<file path="config.mk">
export PLATFORM = sky130hd
export DESIGN_NAME = pwrdn_ctrl
export DESIGN_NICKNAME = d
export VERILOG_FILES = /design/src/rtl/pdc_pkg.sv /design/src/rtl/pdc_edge_det.sv /design/src/rtl/pdc_seq.sv /design/src/rtl/pdc_fx_out.sv /design/src/rtl/pwrdn_ctrl.sv
export SDC_FILE = /design/constraint.sdc
export NUM_CORES = 1
export LEC_CHECK = 0
export BUFFER_PORTS_ARGS = -buffer_cell sky130_fd_sc_hd__buf_2
export CAP_MARGIN = 20
export CORE_AREA = 2 2 39 41
export CTS_CLUSTER_SIZE = 20
export DETAILED_ROUTE_END_ITERATION = 8
export DIE_AREA = 0 0 41 43
export GPL_TIMING_DRIVEN = 0
export PLACE_DENSITY = 0.41
export SETUP_SLACK_MARGIN = 0.4
export SLEW_MARGIN = 15
export SYNTH_ARGS = -nofsm -noshare
export SYNTH_HDL_FRONTEND = slang
export SYNTH_SLANG_ARGS = --single-unit
export TNS_END_PERCENT = 50
</file>
<file path="constraint.sdc">
create_clock -name clk -period 1.5 [get_ports clk]
set_clock_uncertainty 0.2 [all_clocks]
set_input_delay 0 -clock clk [delete_from_list [all_inputs] [get_ports clk]]
set_output_delay 0 -clock clk [all_outputs]
set_load 0.05 [all_outputs]
</file>
<file path="src/rtl/pdc_pkg.sv">
package pdc_pkg;

  // Side-effect controls applied while the core is powered down.
  typedef struct packed {
    logic div_hold;
    logic cp_float;
    logic lock_clr;
    logic out_en;
    logic refbuf_en;
  } pd_fx_t;

  localparam int unsigned DEFAULT_SYNC_EDGES = 2;

endpackage

</file>
<file path="src/rtl/pdc_edge_det.sv">
module pdc_edge_det (
  input  logic clk,
  input  logic rst_n,
  input  logic sig_i,
  output logic rise_o
);

  logic prev_q;

  always_ff @(posedge clk or negedge rst_n) begin
    if (!rst_n) prev_q <= 1'b0;
    else        prev_q <= sig_i;
  end

  assign rise_o = sig_i & ~prev_q;

endmodule

</file>
<file path="src/rtl/pdc_seq.sv">
module pdc_seq #(
  parameter int unsigned SYNC_EDGES = pdc_pkg::DEFAULT_SYNC_EDGES
) (
  input  logic clk,
  input  logic rst_n,
  input  logic latch_rise_i,
  input  logic ref_rise_i,
  input  logic pd_req_i,
  input  logic pd_mode_i,
  output logic sw_pd_o,
  output logic pending_o
);

  localparam int unsigned CNT_W = (SYNC_EDGES > 1) ? $clog2(SYNC_EDGES) : 1;
  localparam logic [CNT_W-1:0] LAST = CNT_W'(SYNC_EDGES - 1);

  logic             sw_q, sw_d;
  logic             pend_q, pend_d;
  logic [CNT_W-1:0] cnt_q, cnt_d;
  logic             upd_en;

  // The registers change only on a strobe edge or on a counted reference edge.
  assign upd_en = latch_rise_i | (pend_q & ref_rise_i);

  always_comb begin
    sw_d   = sw_q;
    pend_d = pend_q;
    cnt_d  = cnt_q;
    if (latch_rise_i) begin
      if (!pd_req_i) begin
        sw_d   = 1'b0;
        pend_d = 1'b0;
      end else if (!pd_mode_i || sw_q) begin
        sw_d   = 1'b1;
        pend_d = 1'b0;
      end else begin
        pend_d = 1'b1;
        cnt_d  = '0;
      end
    end else if (pend_q && ref_rise_i) begin
      if (cnt_q == LAST) begin
        sw_d   = 1'b1;
        pend_d = 1'b0;
        cnt_d  = '0;
      end else begin
        cnt_d = cnt_q + 1'b1;
      end
    end
  end

  always_ff @(posedge clk or negedge rst_n) begin
    if (!rst_n) begin
      sw_q   <= 1'b0;
      pend_q <= 1'b0;
      cnt_q  <= '0;
    end else if (upd_en) begin
      sw_q   <= sw_d;
      pend_q <= pend_d;
      cnt_q  <= cnt_d;
    end
  end

  assign sw_pd_o   = sw_q;
  assign pending_o = pend_q;

  a_r2_immediate_entry: assert property (@(posedge clk) disable iff (!rst_n)
    (latch_rise_i && pd_req_i && !pd_mode_i) |=> sw_pd_o);

  a_r3_deferred_entry: assert property (@(posedge clk) disable iff (!rst_n)
    (pend_q && ref_rise_i && !latch_rise_i && cnt_q == LAST) |=> (sw_pd_o && !pending_o));

  a_r3_no_early_entry: assert property (@(posedge clk) disable iff (!rst_n)
    (pend_q && ref_rise_i && !latch_rise_i && cnt_q != LAST) |=> (!sw_pd_o && pending_o));

  a_r6_cancel: assert property (@(posedge clk) disable iff (!rst_n)
    (latch_rise_i && !pd_req_i) |=> (!sw_pd_o && !pending_o));

  a_r8_pending_excl: assert property (@(posedge clk) disable iff (!rst_n)
    pending_o |-> !sw_pd_o);

  a_r9_stay_down: assert property (@(posedge clk) disable iff (!rst_n)
    (latch_rise_i && pd_req_i && sw_pd_o) |=> (sw_pd_o && !pending_o));

  a_r10_hold: assert property (@(posedge clk) disable iff (!rst_n)
    (!latch_rise_i && !(pend_q && ref_rise_i)) |=> ($stable(sw_pd_o) && $stable(pending_o)));

  a_r3_no_overflow: assert property (@(posedge clk) disable iff (!rst_n)
    cnt_q <= LAST);

endmodule

</file>
<file path="src/rtl/pdc_fx_out.sv">
module pdc_fx_out
  import pdc_pkg::*;
(
  input  logic   clk,
  input  logic   rst_n,
  input  logic   pwr_down_i,
  output pd_fx_t fx_o
);

  always_comb begin
    fx_o.div_hold  = pwr_down_i;
    fx_o.cp_float  = pwr_down_i;
    fx_o.lock_clr  = pwr_down_i;
    fx_o.out_en    = ~pwr_down_i;
    fx_o.refbuf_en = ~pwr_down_i;
  end

  a_r5_side_effects: assert property (@(posedge clk) disable iff (!rst_n)
    pwr_down_i |-> (fx_o.div_hold && fx_o.cp_float && fx_o.lock_clr
                    && !fx_o.out_en && !fx_o.refbuf_en));

  a_r5_running: assert property (@(posedge clk) disable iff (!rst_n)
    !pwr_down_i |-> (!fx_o.div_hold && !fx_o.cp_float && !fx_o.lock_clr
                     && fx_o.out_en && fx_o.refbuf_en));

endmodule

</file>
<file path="src/rtl/pwrdn_ctrl.sv">
module pwrdn_ctrl
  import pdc_pkg::*;
#(
  parameter int unsigned SYNC_EDGES = DEFAULT_SYNC_EDGES
) (
  input  logic clk,
  input  logic rst_n,
  input  logic chip_en_i,
  input  logic pd_req_i,
  input  logic pd_mode_i,
  input  logic latch_i,
  input  logic ref_pulse_i,
  output logic pwr_down_o,
  output logic sync_pending_o,
  output logic div_hold_o,
  output logic cp_float_o,
  output logic lock_clr_o,
  output logic out_en_o,
  output logic refbuf_en_o
);

  logic   latch_rise, ref_rise;
  logic   sw_pd;
  pd_fx_t fx;

  pdc_edge_det u_latch_edge (
    .clk(clk), .rst_n(rst_n), .sig_i(latch_i), .rise_o(latch_rise)
  );

  pdc_edge_det u_ref_edge (
    .clk(clk), .rst_n(rst_n), .sig_i(ref_pulse_i), .rise_o(ref_rise)
  );

  pdc_seq #(.SYNC_EDGES(SYNC_EDGES)) u_seq (
    .clk(clk), .rst_n(rst_n),
    .latch_rise_i(latch_rise), .ref_rise_i(ref_rise),
    .pd_req_i(pd_req_i), .pd_mode_i(pd_mode_i),
    .sw_pd_o(sw_pd), .pending_o(sync_pending_o)
  );

  // Hardware enable overrides software state without waiting for a clock.
  assign pwr_down_o = ~chip_en_i | sw_pd;

  pdc_fx_out u_fx (
    .clk(clk), .rst_n(rst_n), .pwr_down_i(pwr_down_o), .fx_o(fx)
  );

  assign div_hold_o  = fx.div_hold;
  assign cp_float_o  = fx.cp_float;
  assign lock_clr_o  = fx.lock_clr;
  assign out_en_o    = fx.out_en;
  assign refbuf_en_o = fx.refbuf_en;

  a_r4_chip_enable: assert property (@(posedge clk) disable iff (!rst_n)
    !chip_en_i |-> pwr_down_o);

endmodule

</file>
# After elaboration in Yosys (flattened, before gate mapping)
# Cells that the tools add are included.
dict set report totals {
  out_inout_bits 7
  mem_count 0
  wordCells 41
  mem_bits_ro 0
  input_bits 7
  latchBits 0
  regBits 5
  ram_bits 0
}
dict set report op_classes {
  eq_ne 3
  order_cmp 0
  bitwise_logic 9
  muxes 15
  div 0
  reduce_logical 8
  multipliers 0
  add_sub_neg 1
  n_shift 0
}
# op n
set op_table {}
lappend op_table {{$mux 1} 15}
lappend op_table {{$reduce_and 4->1} 2}
lappend op_table {{$ne 2x2->1 const B} 2}
lappend op_table {{$not 1->1} 4}
lappend op_table {{$reduce_bool 2->1} 2}
lappend op_table {{$and 1x1->1} 3}
lappend op_table {{$ne 3x3->1 const B} 1}
lappend op_table {{$reduce_and 3->1} 1}
lappend op_table {{$or 1x1->1} 2}
lappend op_table {{$add 1x1->1 const B} 1}
lappend op_table {{$logic_and 1x1->1} 1}
lappend op_table {{$logic_not 1->1} 1}
lappend op_table {{$logic_or 1x1->1} 1}

# Depth between registers and ports, before layout
# Gate-level depths: netlist (run 1).
dict set report depth {
  ltp_word 5
  ltp_mapped 3
  ltp_nobuf 3
}

# Cells and area by module
# Synthesis (run 1) repeated with hierarchy kept, for this count alone.
dict set report hier_totals {
  cells_unflattened 24
  area_unflattened_um2 259.0
}
# module seq_area_each_um2 instances cells_each area_each_um2
set by_module_without_submodules {}
lappend by_module_without_submodules {pdc_seq 75.1 1 14 141.4}
lappend by_module_without_submodules {pdc_edge_det 25.0 2 2 38.8}
lappend by_module_without_submodules {pdc_fx_out 0.0 1 5 33.8}
lappend by_module_without_submodules {pwrdn_ctrl 0.0 1 1 6.3}

# Least setup slack after synthesis (run 1)
# OpenSTA, ideal clock, no wires.
dict set report synth_path {
  path_type {reg2out}
  from {register u_seq.sw_q, in the netlist u_seq.sw_pd_o}
  to {output refbuf_en_o}
  path_stages_with_launch 4
  path_buffers 1
  required_time_ps 1300
  arrival_ps 1559
  path_slack_ps -259
  path_cell_list {dfrtp_1 > nand2b_1 > inv_1 > buf_4}
}
dict set report synth_via {
  elab_chain_cells 2
}
# item line_no
set synth_lines {}
lappend synth_lines {{start, declared} pdc_seq.sv:17} ;# logic sw_q, sw_d;
lappend synth_lines {{start signal, assigned} pdc_seq.sv:57} ;# sw_q <= sw_d;
lappend synth_lines {{$or 1x1->1} pwrdn_ctrl.sv:42} ;# assign pwr_down_o = ~chip_en_i | sw_pd;
lappend synth_lines {{net cp_float_o} pwrdn_ctrl.sv:16} ;# output logic cp_float_o,
lappend synth_lines {{$not 1->1} --}
lappend synth_lines {{end, declared} pwrdn_ctrl.sv:19} ;# output logic refbuf_en_o
# The timed path passes the listed nets, and every way through them passes these cells.

# Worst setup path in the final report (run 1)
dict set report layout_path {
  from {input ref_pulse_i}
  to {register u_seq.sw_q, in the netlist u_seq.sw_pd_o}
}
dict set report layout_via {
  elab_chain_cells 4
  word_cells_on_any_way 6
  cone_classes {3 x bitwise; 3 x reduce/logical}
}
# item line_no
set layout_lines {}
lappend layout_lines {{start, declared} pwrdn_ctrl.sv:12} ;# input logic ref_pulse_i,
lappend layout_lines {{$and 1x1->1 *} pdc_edge_det.sv:15} ;# assign rise_o = sig_i & ~prev_q;
lappend layout_lines {{$and 1x1->1 / $logic_and 1x1->1 (equally long branches)} {pdc_seq.sv:23, pdc_seq.sv:40}}
lappend layout_lines {{$or 1x1->1 / $reduce_bool 2->1 (equally long branches)} --}
lappend layout_lines {{$reduce_and 4->1 (no line) *} --}
# Every way passes the cells marked *; elsewhere a longest branch is shown, timed or not.
# A chain may end at the register's enable or synchronous reset.

==> metrics.txt, run 1 <==
# TYPE chip_impl_metric gauge
chip_impl_info{name="status",value="completed"} 1
chip_impl_metric{name="final_max_slew_viol_count",unit=""} 0
chip_impl_metric{name="grt_pass1_vias",unit=""} 243
chip_impl_metric{name="finalWirelength",unit="um"} 564
chip_impl_info{name="yosysTopAreaCell",value="dfrtp_1"} 1
chip_impl_metric{name="worst_ep_arrival",unit="ns"} 1.19
chip_impl_metric{name="routed-wl-met3",unit="um"} 29
chip_impl_info{name="setup.worst_path.end_class",value="flip-flop"} 1
chip_impl_metric{name="initial_utilization",unit="%"} 17.5
chip_impl_metric{name="clock_sink_count",unit=""} 5
chip_impl_metric{name="largest_net_degree_at_the_start_of_global_routing",unit=""} 6
chip_impl_metric{name="power.net_switching",unit="mW"} 0.182
chip_impl_metric{name="post-layout-total-power",unit="mW"} 0.542
chip_impl_info{name="hold_path.class",value="input port to flip-flop"} 1
chip_impl_metric{name="num_vias",unit=""} 263
chip_impl_metric{name="max-vdd-ir-drop",unit="uV"} 403
chip_impl_info{name="synth_top_cells_by_area",value="dfrtp_1 (52%), buf_4 (12%), nand4b_1 (7.3%)"} 1
chip_impl_metric{name="synth_fp_nets",unit=""} 30
chip_impl_metric{name="cts_htree_levels",unit=""} 1
chip_impl_metric{name="floorplan_die_area",unit="sq um"} 1760
chip_impl_metric{name="place.gp.congestion",unit=""} 0.722
chip_impl_metric{name="pwr-share-seq",unit="%"} 31.0
chip_impl_info{name="worstPathCellList",value="buf_2 -> dlygate4sd3_1 -> nand4b_1 -> nor2_2 -> o32a_1"} 1
chip_impl_metric{name="areaGrowthSynthToFinish",unit="%"} 112
chip_impl_metric{name="tightest_slew",unit="ns"} 0.252
chip_impl_metric{name="power_leakage",unit="nW"} 0.251
chip_impl_metric{name="postSynthRegisterBits",unit=""} 5
chip_impl_metric{name="boundaryPins",unit=""} 14
chip_impl_metric{name="max-cap-violations",unit=""} 0
chip_impl_metric{name="power.share.combinational",unit="%"} 41.8
chip_impl_metric{name="hold_violations",unit=""} 0
chip_impl_metric{name="p_int",unit="mW"} 0.360
chip_impl_metric{name="yosysWarningCount",unit=""} 0
chip_impl_info{name="tritoncts",value="done"} 1
chip_impl_info{name="setup.worst_path.class",value="input port to flip-flop"} 1
chip_impl_metric{name="post_synthesis_sequential_area_ratio",unit="%"} 51.8
chip_impl_metric{name="post-route-util",unit="%"} 37.1
chip_impl_metric{name="wl_met1",unit="um"} 207
chip_impl_metric{name="clkPwrFrac",unit="%"} 27.2
chip_impl_metric{name="timing.setup.tns",unit="ns"} 0
chip_impl_info{name="highest_layer",value="met3"} 1
chip_impl_metric{name="critPathMaxFanout",unit=""} 3
chip_impl_metric{name="global_route.overflow_total",unit=""} 0
chip_impl_metric{name="achievable-frequency",unit="MHz"} 784
chip_impl_metric{name="vias_per_cell",unit=""} 4.05
chip_impl_metric{name="wl_per_cell",unit="um"} 8.68
chip_impl_metric{name="clk_path_buf_depth",unit=""} 2
chip_impl_metric{name="core-area",unit="sq um"} 1380
chip_impl_metric{name="timing.critical_path.buf_inv",unit=""} 2
chip_impl_metric{name="crit_required",unit="ns"} 1.41
chip_impl_metric{name="drc",unit=""} 0
chip_impl_info{name="cts.root.buffer_cell",value="clkbuf_4"} 1
chip_impl_metric{name="antenna_violation_net_count_after_detailed_routing",unit=""} 0
chip_impl_info{name="crit_family",value="buffers and inverters"} 1
chip_impl_metric{name="antennaDiodeCount",unit=""} 0
chip_impl_metric{name="final_period_minus_worst_setup_slack",unit="ns"} 1.27
chip_impl_metric{name="final_layout_size_suffix_gt1_share",unit="%"} 61.2
chip_impl_metric{name="dieWidth",unit="um"} 41
chip_impl_metric{name="fill_cells",unit=""} 144
chip_impl_metric{name="finalCritPeriodShare",unit="%"} 85.0
chip_impl_info{name="cp-start-kind",value="input port"} 1
chip_impl_metric{name="netlist_area",unit="sq um"} 241
chip_impl_metric{name="number_of_nets_in_the_layout",unit=""} 57
chip_impl_metric{name="cts_made_buffers",unit=""} 3
chip_impl_metric{name="met2_wire_len",unit="um"} 326
chip_impl_metric{name="worst_path_largest_cell_delay",unit="ns"} 0.60
chip_impl_metric{name="pwr_density_cell",unit="nW/um^2"} 1060
chip_impl_metric{name="syn-instance-count",unit=""} 23
chip_impl_metric{name="timing.slew.headroom",unit="%"} 83.3
chip_impl_metric{name="clkLatencyLatePin",unit="ns"} 0.23
chip_impl_metric{name="count_of_cell_types_in_the_netlist",unit=""} 12
chip_impl_info{name="grt_setup_unrepaired",value="yes"} 1
chip_impl_info{name="crit_slowest_cell",value="dlygate4sd3_1"} 1
chip_impl_metric{name="clkSlewWorstSetupHoldPaths",unit="ns"} 0.04
chip_impl_metric{name="antenna_found_initial",unit=""} 0
chip_impl_metric{name="std_cell_rows",unit=""} 14
chip_impl_metric{name="timing.hold.ws",unit="ns"} 0.0275
chip_impl_metric{name="setup_violators_final",unit=""} 0
chip_impl_metric{name="die_span_y",unit="um"} 43
chip_impl_metric{name="drt_iter0_drc",unit=""} 4
chip_impl_metric{name="port_buffers",unit=""} 13
chip_impl_metric{name="grtUsageTotal",unit="%"} 7.88
chip_impl_metric{name="synth.top_cell.area_share",unit="%"} 51.8
chip_impl_metric{name="syn-mean-instance-area",unit="sq um"} 10.5
chip_impl_metric{name="grt_pass1_wl",unit="um"} 897
chip_impl_metric{name="detailedRoute.firstPassIterationCount",unit=""} 2
chip_impl_metric{name="power.switching_fraction",unit="%"} 33.6
-- final cells by class --
type                       count  area (sq um)  share of cell area [%]
timing repair buffer          22           184                    35.9
sequential                     5           126                    24.6
multi-input combinational     12           111                    21.7
buffer                         4          33.8                    6.59
clock buffer                   4          26.3                    5.12
tap                           16          20.0                    3.90
inverter                       2          11.3                    2.20
-- cell families after synthesis --
kind of cell           Yosys count  synth area share (%)
and+or+nand+nor                 10                  24.9
DFF                              5                  51.8
AOI/OAI and AO/OA                2                  7.77
buffers and inverters            6                  15.5
-- state kept, by name, indices dropped and copies added, names as in the netlist --
| register | count |
|---|---|
| u_latch_edge.prev_q | 1 |
| u_ref_edge.prev_q | 1 |
| u_seq.cnt_q | 1 |
| u_seq.pending_o | 1 |
| u_seq.sw_pd_o | 1 |
-- power by group through the flow --
stage          sequential, mW  combinational [mW]  clock [mW]
2_1_floorplan           0.176               0.125           0
3_3_place_gp            0.167               0.169           0
3_5_place_dp            0.168               0.172           0
4_1_cts                 0.165               0.211       0.154
5_1_grt                 0.168               0.244       0.176
6_report                0.168               0.227       0.147
-- metal layers --
layer,track usage [%],vias to the layer above
li1,-,132
met1,7.87,122
met2,12.2,9
met3,1.57,0
met4,8.00,0
met5,0,-
-- cell usage after synthesis, drive strengths merged --
library cell and instances:
dfrtp 5, buf 4, inv 2, nand2b 2, nand4b 2, nor2 2
a41oi 1, nand2 1, nand3 1, nor2b 1, nor3b 1, o32a 1
-- worst min-delay path: stages --
cell and delay [ns]:
buf_2 0.10, nor2b_2 0.15, nand4b_1 0.11, nand2_1 0.06
-- per-stage QoR --
| stage | cells | area (sq um) | setup slack, ns |
|---|---|---|---|
| 6_report | 65 | 513 | 0.225 |
| 5_1_grt | 65 | 513 | 0.175 |
| 4_1_cts | 63 | 464 | 0.214 |
| 3_5_place_dp | 52 | 343 | 0.293 |
| 3_3_place_gp | 52 | 343 | 0.314 |
| 2_1_floorplan | 23 | 258 | 0.173 |
-- timing repair --
item,4_1_cts,5_1_grt
endpoints found under the hold margin,10,1
buffers inserted,1,1
pin swaps,0,2
setup endpoints to repair,8,10
resized for setup,9,8
hold buffers,6,1
-- path summary, 6_finish.rpt --
check | from | to | slack, ns | cells after the start
max in group asynchronous | rst_n | u_seq.pending_o | 0.51 | 3
hold / removal | latch_i | u_seq.pending_o | 0.03 | 4
setup / recovery | ref_pulse_i | u_seq.sw_pd_o | 0.23 | 5
hold reg to reg | u_seq.pending_o | u_seq.pending_o | 0.36 | 2
setup reg to reg | u_seq.pending_o | u_seq.sw_pd_o | 0.29 | 3
min in group asynchronous | rst_n | u_ref_edge.prev_q | 0.45 | 3
-- cells in the final DEF, fill, tap and decap left out --
cell            netlist  final
nor2b_2               0      1
buf_6                 0      4
buf_8                 0      1
dlymetal6s4s_1        0      1
dfrtp_1               5      4
clkbuf_1              0      1
nand3_1               1      1
nor2_1                2      1
o32a_1                1      1
clkinvlp_4            0      1
nand2b_4              0      2
nor3b_2               0      1
nor2_2                0      1
dfrtp_2               0      1
nand4b_1              2      2
a41oi_2               0      1
clkbuf_4              0      3
inv_1                 2      1
buf_2                 0      8
dlygate4sd3_1         0      6
buf_4                 4      6
nand2_1               1      1
Note: power is estimated with default switching activity, not from simulation.
==> inputs of run 2 (changes only) <==
Settings changed: PLACE_DENSITY 0.41 to 0.42.
Clock period 1.5 ns to 1 ns, I/O delays scaled along.
==> metrics.txt, run 2 (synthesis results as in run 1) <==
# TYPE chip_impl_metric gauge
chip_impl_metric{name="grtUsageTotal",unit="%"} 7.38
chip_impl_metric{name="critPathMaxFanout",unit=""} 5
chip_impl_metric{name="timing.hold.ws",unit="ns"} -0.313
chip_impl_metric{name="post_dp_cell_area",unit="sq um"} 343
chip_impl_metric{name="finalCritPeriodShare",unit="%"} 132
chip_impl_metric{name="clkSlewWorstSetupHoldPaths",unit="ns"} 0.05
chip_impl_metric{name="clkLatencyLatePin",unit="ns"} 0.25
chip_impl_metric{name="hold_violations",unit=""} 10
chip_impl_metric{name="areaGrowthSynthToFinish",unit="%"} 77.7
chip_impl_metric{name="final_max_slew_viol_count",unit=""} 0
chip_impl_metric{name="place.gp.congestion",unit=""} 0.724
chip_impl_metric{name="core-area",unit="sq um"} 1380
chip_impl_metric{name="final_layout_size_suffix_gt1_share",unit="%"} 61.0
chip_impl_metric{name="finalWirelength",unit="um"} 548
chip_impl_metric{name="global_route.overflow_total",unit=""} 0
chip_impl_info{name="failed_checks",value="hold timing, setup timing"} 1
chip_impl_metric{name="pre_cts_slack",unit="ns"} -0.211
chip_impl_metric{name="initial_utilization",unit="%"} 17.5
chip_impl_metric{name="dieWidth",unit="um"} 41
chip_impl_metric{name="timing.slew.headroom",unit="%"} 89.8
chip_impl_metric{name="post-route-worst-setup-slack",unit="ns"} -0.316
chip_impl_metric{name="cts_htree_levels",unit=""} 1
chip_impl_metric{name="boundaryPins",unit=""} 14
chip_impl_metric{name="postLayoutCellArea",unit="sq um"} 429
chip_impl_metric{name="fill_cells",unit=""} 143
chip_impl_info{name="cp-start-kind",value="flip-flop"} 1
chip_impl_metric{name="die_span_y",unit="um"} 43
chip_impl_metric{name="final_period_minus_worst_setup_slack",unit="ns"} 1.32
chip_impl_metric{name="drt_iter0_drc",unit=""} 6
chip_impl_metric{name="num_vias",unit=""} 237
chip_impl_info{name="most-common-layout-cells",value="buf_2 (6), buf_6 (5), buf_4 (4), clkbuf_4 (4), dfrtp_1 (4)"} 1
chip_impl_metric{name="vias_per_cell",unit=""} 4.16
chip_impl_metric{name="grt_pass1_wl",unit="um"} 821
chip_impl_metric{name="worst_ep_arrival",unit="ns"} 1.12
chip_impl_info{name="grt_setup_unrepaired",value="yes"} 1
chip_impl_metric{name="power_leakage",unit="nW"} 0.207
chip_impl_info{name="hold_path.class",value="input port to flip-flop"} 1
chip_impl_metric{name="timing.setup.tns",unit="ns"} -2.09
chip_impl_metric{name="wl_per_cell",unit="um"} 9.61
chip_impl_info{name="status",value="finished, violations left"} 1
chip_impl_metric{name="detailedRoute.firstPassIterationCount",unit=""} 4
chip_impl_metric{name="cts_setup_buffers",unit=""} 0
chip_impl_metric{name="pwr_density_cell",unit="nW/um^2"} 1860
chip_impl_info{name="cts.root.buffer_cell",value="clkbuf_4"} 1
chip_impl_metric{name="setup_violators_final",unit=""} 10
chip_impl_metric{name="achievable-frequency",unit="MHz"} 760
chip_impl_info{name="final_common_cell",value="buf_2"} 1
chip_impl_metric{name="number_of_nets_in_the_layout",unit=""} 49
chip_impl_metric{name="port_buffers",unit=""} 13
chip_impl_metric{name="max-cap-violations",unit=""} 0
chip_impl_metric{name="stdcell_count",unit=""} 57
chip_impl_metric{name="placed_cells_incl_taps",unit=""} 52
chip_impl_info{name="setup.worst_path.end_class",value="output port"} 1
chip_impl_metric{name="crit_required",unit="ns"} 0.80
chip_impl_metric{name="clk_path_buf_depth",unit=""} 2
chip_impl_metric{name="antenna_violation_net_count_after_detailed_routing",unit=""} 0
chip_impl_metric{name="antenna_found_initial",unit=""} 0
chip_impl_metric{name="antennaDiodeCount",unit=""} 0
chip_impl_info{name="setup.worst_path.class",value="flip-flop to output port"} 1
chip_impl_metric{name="floorplan_die_area",unit="sq um"} 1760
chip_impl_metric{name="clock_sink_count",unit=""} 5
chip_impl_metric{name="cts-hold-fix-buffers",unit=""} 1
chip_impl_metric{name="grt_pass1_vias",unit=""} 217
chip_impl_metric{name="drc",unit=""} 0
chip_impl_metric{name="max-vdd-ir-drop",unit="uV"} 1250
chip_impl_info{name="tritoncts",value="done"} 1
chip_impl_metric{name="cts_made_buffers",unit=""} 3
chip_impl_metric{name="std_cell_rows",unit=""} 14
chip_impl_metric{name="tightest_slew",unit="ns"} 0.152
chip_impl_metric{name="largest_net_degree_at_the_start_of_global_routing",unit=""} 6
==> run 2: what timing repair did <==
action / 4_1_cts / 5_1_grt
gates resized for setup: 12 / 3
pin swaps: 4 / 1
endpoints found under the setup margin: 10 / 10
endpoints found under the hold margin: 10 / 10
==> run 2: power breakdown <==
| group | internal [mW] | switching [mW] | total, mW |
|---|---|---|---|
| combinational | 0.132 | 0.172 | 0.304 |
| clock | 0.151 | 0.0888 | 0.240 |
| sequential | 0.232 | 0.0210 | 0.253 |
==> run 2: stage by stage <==
step                total power [mW]  utilization [%]
floorplan                      0.452                -
finish                         0.797             31.0
detailed placement             0.509             24.8
global placement               0.506             24.8
global route                   0.841             31.0
CTS                            0.794             30.4
==> run 2: cell type report <==
cell class	count	area (sq um)	area share (%)
sequential	5	126	29.4
clock buffer	4	26.3	6.12
buffer	4	33.8	7.87
inverter	2	11.3	2.62
tap	16	20.0	4.66
timing repair buffer	14	115	26.8
multi-input combinational	12	96.3	22.4
==> run 2: per-layer routing <==
layer	routed length (um)	vias to the layer above	global-route usage [%]
met5	0	-	0
met3	78	0	7.85
met4	0	0	2.00
li1	-	111	-
met1	255	109	8.55
met2	215	17	9.06
==> run 2: path summary, 6_finish.rpt <==
kind                            cells past startpoint  slack, ns       startpoint                end
worst min register to register                      1       0.36    u_seq.sw_pd_o      u_seq.sw_pd_o
worst max-delay path                                4      -0.32    u_seq.sw_pd_o        refbuf_en_o
max in group asynchronous                           2       0.56            rst_n    u_seq.pending_o
worst min-delay path                                1      -0.31      ref_pulse_i  u_ref_edge.prev_q
min in group asynchronous                           2      -0.10            rst_n  u_ref_edge.prev_q
worst max register to register                      3      -0.23  u_seq.pending_o      u_seq.sw_pd_o
==> run 2: critical path, stage by stage (launching register included) <==
cell	delay, ns
dfrtp_1	0.36
nand2b_4	0.17
clkinvlp_4	0.09
buf_6	0.11
buf_8	0.14
==> inputs of run 3 (changes only) <==
Settings changed: CTS_BUF_LIST set to sky130_fd_sc_hd__clkbuf_8.
==> metrics.txt, run 3 (synthesis results as in run 1) <==
# TYPE chip_impl_metric gauge
chip_impl_metric{name="regToRegSetupSlack",unit="ns"} -0.22
chip_impl_info{name="final_common_cell",value="buf_2"} 1
chip_impl_metric{name="grt_pass1_wl",unit="um"} 848
chip_impl_metric{name="timing.setup.tns",unit="ns"} -1.84
chip_impl_metric{name="hold_violations",unit=""} 10
chip_impl_metric{name="clk_path_buf_depth",unit=""} 2
chip_impl_metric{name="worstHoldPathCells",unit=""} 1
chip_impl_metric{name="finalWirelength",unit="um"} 532
chip_impl_metric{name="power.net_switching",unit="mW"} 0.291
chip_impl_metric{name="clkLatencyLatePin",unit="ns"} 0.22
chip_impl_metric{name="cts-hold-fix-buffers",unit=""} 1
chip_impl_metric{name="achievable-frequency",unit="MHz"} 781
chip_impl_metric{name="dieWidth",unit="um"} 41
chip_impl_metric{name="antenna_found_initial",unit=""} 0
chip_impl_metric{name="wl_per_cell",unit="um"} 9.33
chip_impl_metric{name="port_buffers",unit=""} 13
chip_impl_metric{name="power_leakage",unit="nW"} 0.219
chip_impl_metric{name="global_route.overflow_total",unit=""} 0
chip_impl_metric{name="areaGrowthSynthToFinish",unit="%"} 85.5
chip_impl_metric{name="clkPwrFrac",unit="%"} 39.5
chip_impl_info{name="regToRegEndpoint",value="u_seq.sw_pd_o"} 1
chip_impl_metric{name="die_span_y",unit="um"} 43
chip_impl_metric{name="cts_htree_levels",unit=""} 1
chip_impl_metric{name="crit_required",unit="ns"} 0.80
chip_impl_metric{name="worst_ep_arrival",unit="ns"} 1.08
chip_impl_info{name="hp-start",value="ref_pulse_i"} 1
chip_impl_metric{name="max-cap-violations",unit=""} 0
chip_impl_metric{name="boundaryPins",unit=""} 14
chip_impl_info{name="cts.root.buffer_cell",value="clkbuf_8"} 1
chip_impl_metric{name="timing.slew.headroom",unit="%"} 89.8
chip_impl_metric{name="timing.hold.ws",unit="ns"} -0.284
chip_impl_metric{name="finalCritPeriodShare",unit="%"} 128
chip_impl_metric{name="final_max_slew_viol_count",unit=""} 0
chip_impl_info{name="failed_checks",value="hold timing, setup timing"} 1
chip_impl_metric{name="initial_utilization",unit="%"} 17.5
chip_impl_metric{name="clkSlewWorstSetupHoldPaths",unit="ns"} 0.04
chip_impl_info{name="status",value="finished, violations left"} 1
chip_impl_metric{name="stdcell_count",unit=""} 57
chip_impl_metric{name="antennaDiodeCount",unit=""} 0
chip_impl_metric{name="detailedRoute.firstPassIterationCount",unit=""} 2
chip_impl_info{name="hold_path.class",value="input port to flip-flop"} 1
chip_impl_metric{name="pwr_density_cell",unit="nW/um^2"} 2050
chip_impl_metric{name="tightest_slew",unit="ns"} 0.152
chip_impl_metric{name="floorplan_die_area",unit="sq um"} 1760
chip_impl_metric{name="largest_net_degree_at_the_start_of_global_routing",unit=""} 6
chip_impl_metric{name="power.switching_fraction",unit="%"} 31.6
chip_impl_metric{name="max-vdd-ir-drop",unit="uV"} 1030
chip_impl_metric{name="grt_pass1_vias",unit=""} 222
chip_impl_metric{name="rr_worst_depth",unit=""} 3
chip_impl_metric{name="vias_per_cell",unit=""} 4.09
chip_impl_metric{name="num_vias",unit=""} 233
chip_impl_metric{name="pwr-share-seq",unit="%"} 27.5
chip_impl_metric{name="drt_iter0_drc",unit=""} 6
chip_impl_info{name="cp-start-kind",value="flip-flop"} 1
chip_impl_metric{name="number_of_nets_in_the_layout",unit=""} 49
chip_impl_metric{name="post-layout-total-power",unit="mW"} 0.918
chip_impl_metric{name="post-route-worst-setup-slack",unit="ns"} -0.281
chip_impl_metric{name="cts_made_buffers",unit=""} 3
chip_impl_info{name="setup.worst_path.class",value="flip-flop to output port"} 1
chip_impl_metric{name="antenna_violation_net_count_after_detailed_routing",unit=""} 0
chip_impl_info{name="grt_setup_unrepaired",value="yes"} 1
chip_impl_info{name="rr_startpoint",value="u_seq.pending_o"} 1
chip_impl_metric{name="grtUsageTotal",unit="%"} 7.79
chip_impl_metric{name="critPathMaxFanout",unit=""} 5
chip_impl_metric{name="final_period_minus_worst_setup_slack",unit="ns"} 1.28
chip_impl_info{name="tritoncts",value="done"} 1
chip_impl_metric{name="final_layout_size_suffix_gt1_share",unit="%"} 61.0
chip_impl_metric{name="p_int",unit="mW"} 0.628
chip_impl_info{name="most-common-layout-cells",value="buf_2 (6), buf_6 (5), buf_4 (4), dfrtp_1 (4), clkbuf_8 (3)"} 1
chip_impl_metric{name="core-area",unit="sq um"} 1380
chip_impl_metric{name="power.share.combinational",unit="%"} 33.1
chip_impl_metric{name="clock_sink_count",unit=""} 5
chip_impl_metric{name="placed_cells_incl_taps",unit=""} 52
chip_impl_metric{name="place.gp.congestion",unit=""} 0.724
chip_impl_metric{name="fill_cells",unit=""} 140
chip_impl_metric{name="setup_violators_final",unit=""} 9
chip_impl_info{name="whs_endpoint",value="u_ref_edge.prev_q"} 1
chip_impl_metric{name="std_cell_rows",unit=""} 14
chip_impl_metric{name="drc",unit=""} 0
chip_impl_info{name="setup.worst_path.end_class",value="output port"} 1
-- run 3: cell count changes in the layout (fill, tap and decap cells not counted) --
| cell | change |
|---|---|
| clkbuf_4 | -3 |
| clkbuf_8 | +3 |
| inv_1 | +1 |
| clkbuf_1 | -1 |
-- run 3: cell type report --
type / count / area, sq um / share of cell area (%)
inverter: 2 / 11.3 / 2.51
clock buffer: 3 / 41.3 / 9.22
clock inverter: 1 / 3.75 / 0.838
buffer: 4 / 33.8 / 7.54
sequential: 5 / 126 / 28.2
multi-input combinational: 12 / 96.3 / 21.5
timing repair buffer: 14 / 115 / 25.7
tap: 16 / 20.0 / 4.47
-- run 3: worst max-delay path by stage --
stage	start	slack, ns	to	cells past startpoint
floorplan	u_seq.sw_pd_o	-0.33	refbuf_en_o	3
global placement	u_seq.pending_o	-0.19	u_seq.sw_pd_o	3
detailed placement	u_latch_edge.prev_q	-0.21	u_seq.sw_pd_o	3
CTS	u_seq.sw_pd_o	-0.30	refbuf_en_o	4
finish	u_seq.sw_pd_o	-0.28	refbuf_en_o	4
global route	u_seq.sw_pd_o	-0.36	refbuf_en_o	4
-- run 3: layer usage --
| metal | track usage [%] | vias up | wire, um |
|---|---|---|---|
| li1 | - | 112 | - |
| met1 | 8.55 | 106 | 240 |
| met2 | 9.38 | 13 | 217 |
| met3 | 6.28 | 2 | 63 |
| met4 | 6.00 | 0 | 10 |
| met5 | 0 | - | 0 |
-- run 3: worst max-delay path: stages (launching register included) --
cell	delay (ns)
dfrtp_1	0.36
nand2b_4	0.17
clkinvlp_4	0.09
buf_6	0.11
buf_8	0.14
-- run 3: timing repair --
item	CTS	global route
resized for setup	12	3
buffers inserted	0	0
endpoints found under the setup margin	10	10
pin swaps	4	0
hold endpoints to repair	10	9
-- run 3: metrics by stage --
step,worst slack (ns),area [sq um],util [%]
finish,-0.281,448,32.4
detailed placement,-0.211,343,24.8
global placement,-0.190,343,24.8
CTS,-0.300,439,31.7
global route,-0.359,448,32.4
floorplan,-0.327,258,-
-- run 3: power by group through the flow --
| stage | Sequential (mW) | Combinational [mW] | Clock, mW |
|---|---|---|---|
| floorplan | 0.263 | 0.188 | 0 |
| global placement | 0.252 | 0.254 | 0 |
| detailed placement | 0.253 | 0.256 | 0 |
| CTS | 0.252 | 0.298 | 0.377 |
| global route | 0.256 | 0.323 | 0.395 |
| finish | 0.252 | 0.304 | 0.362 |
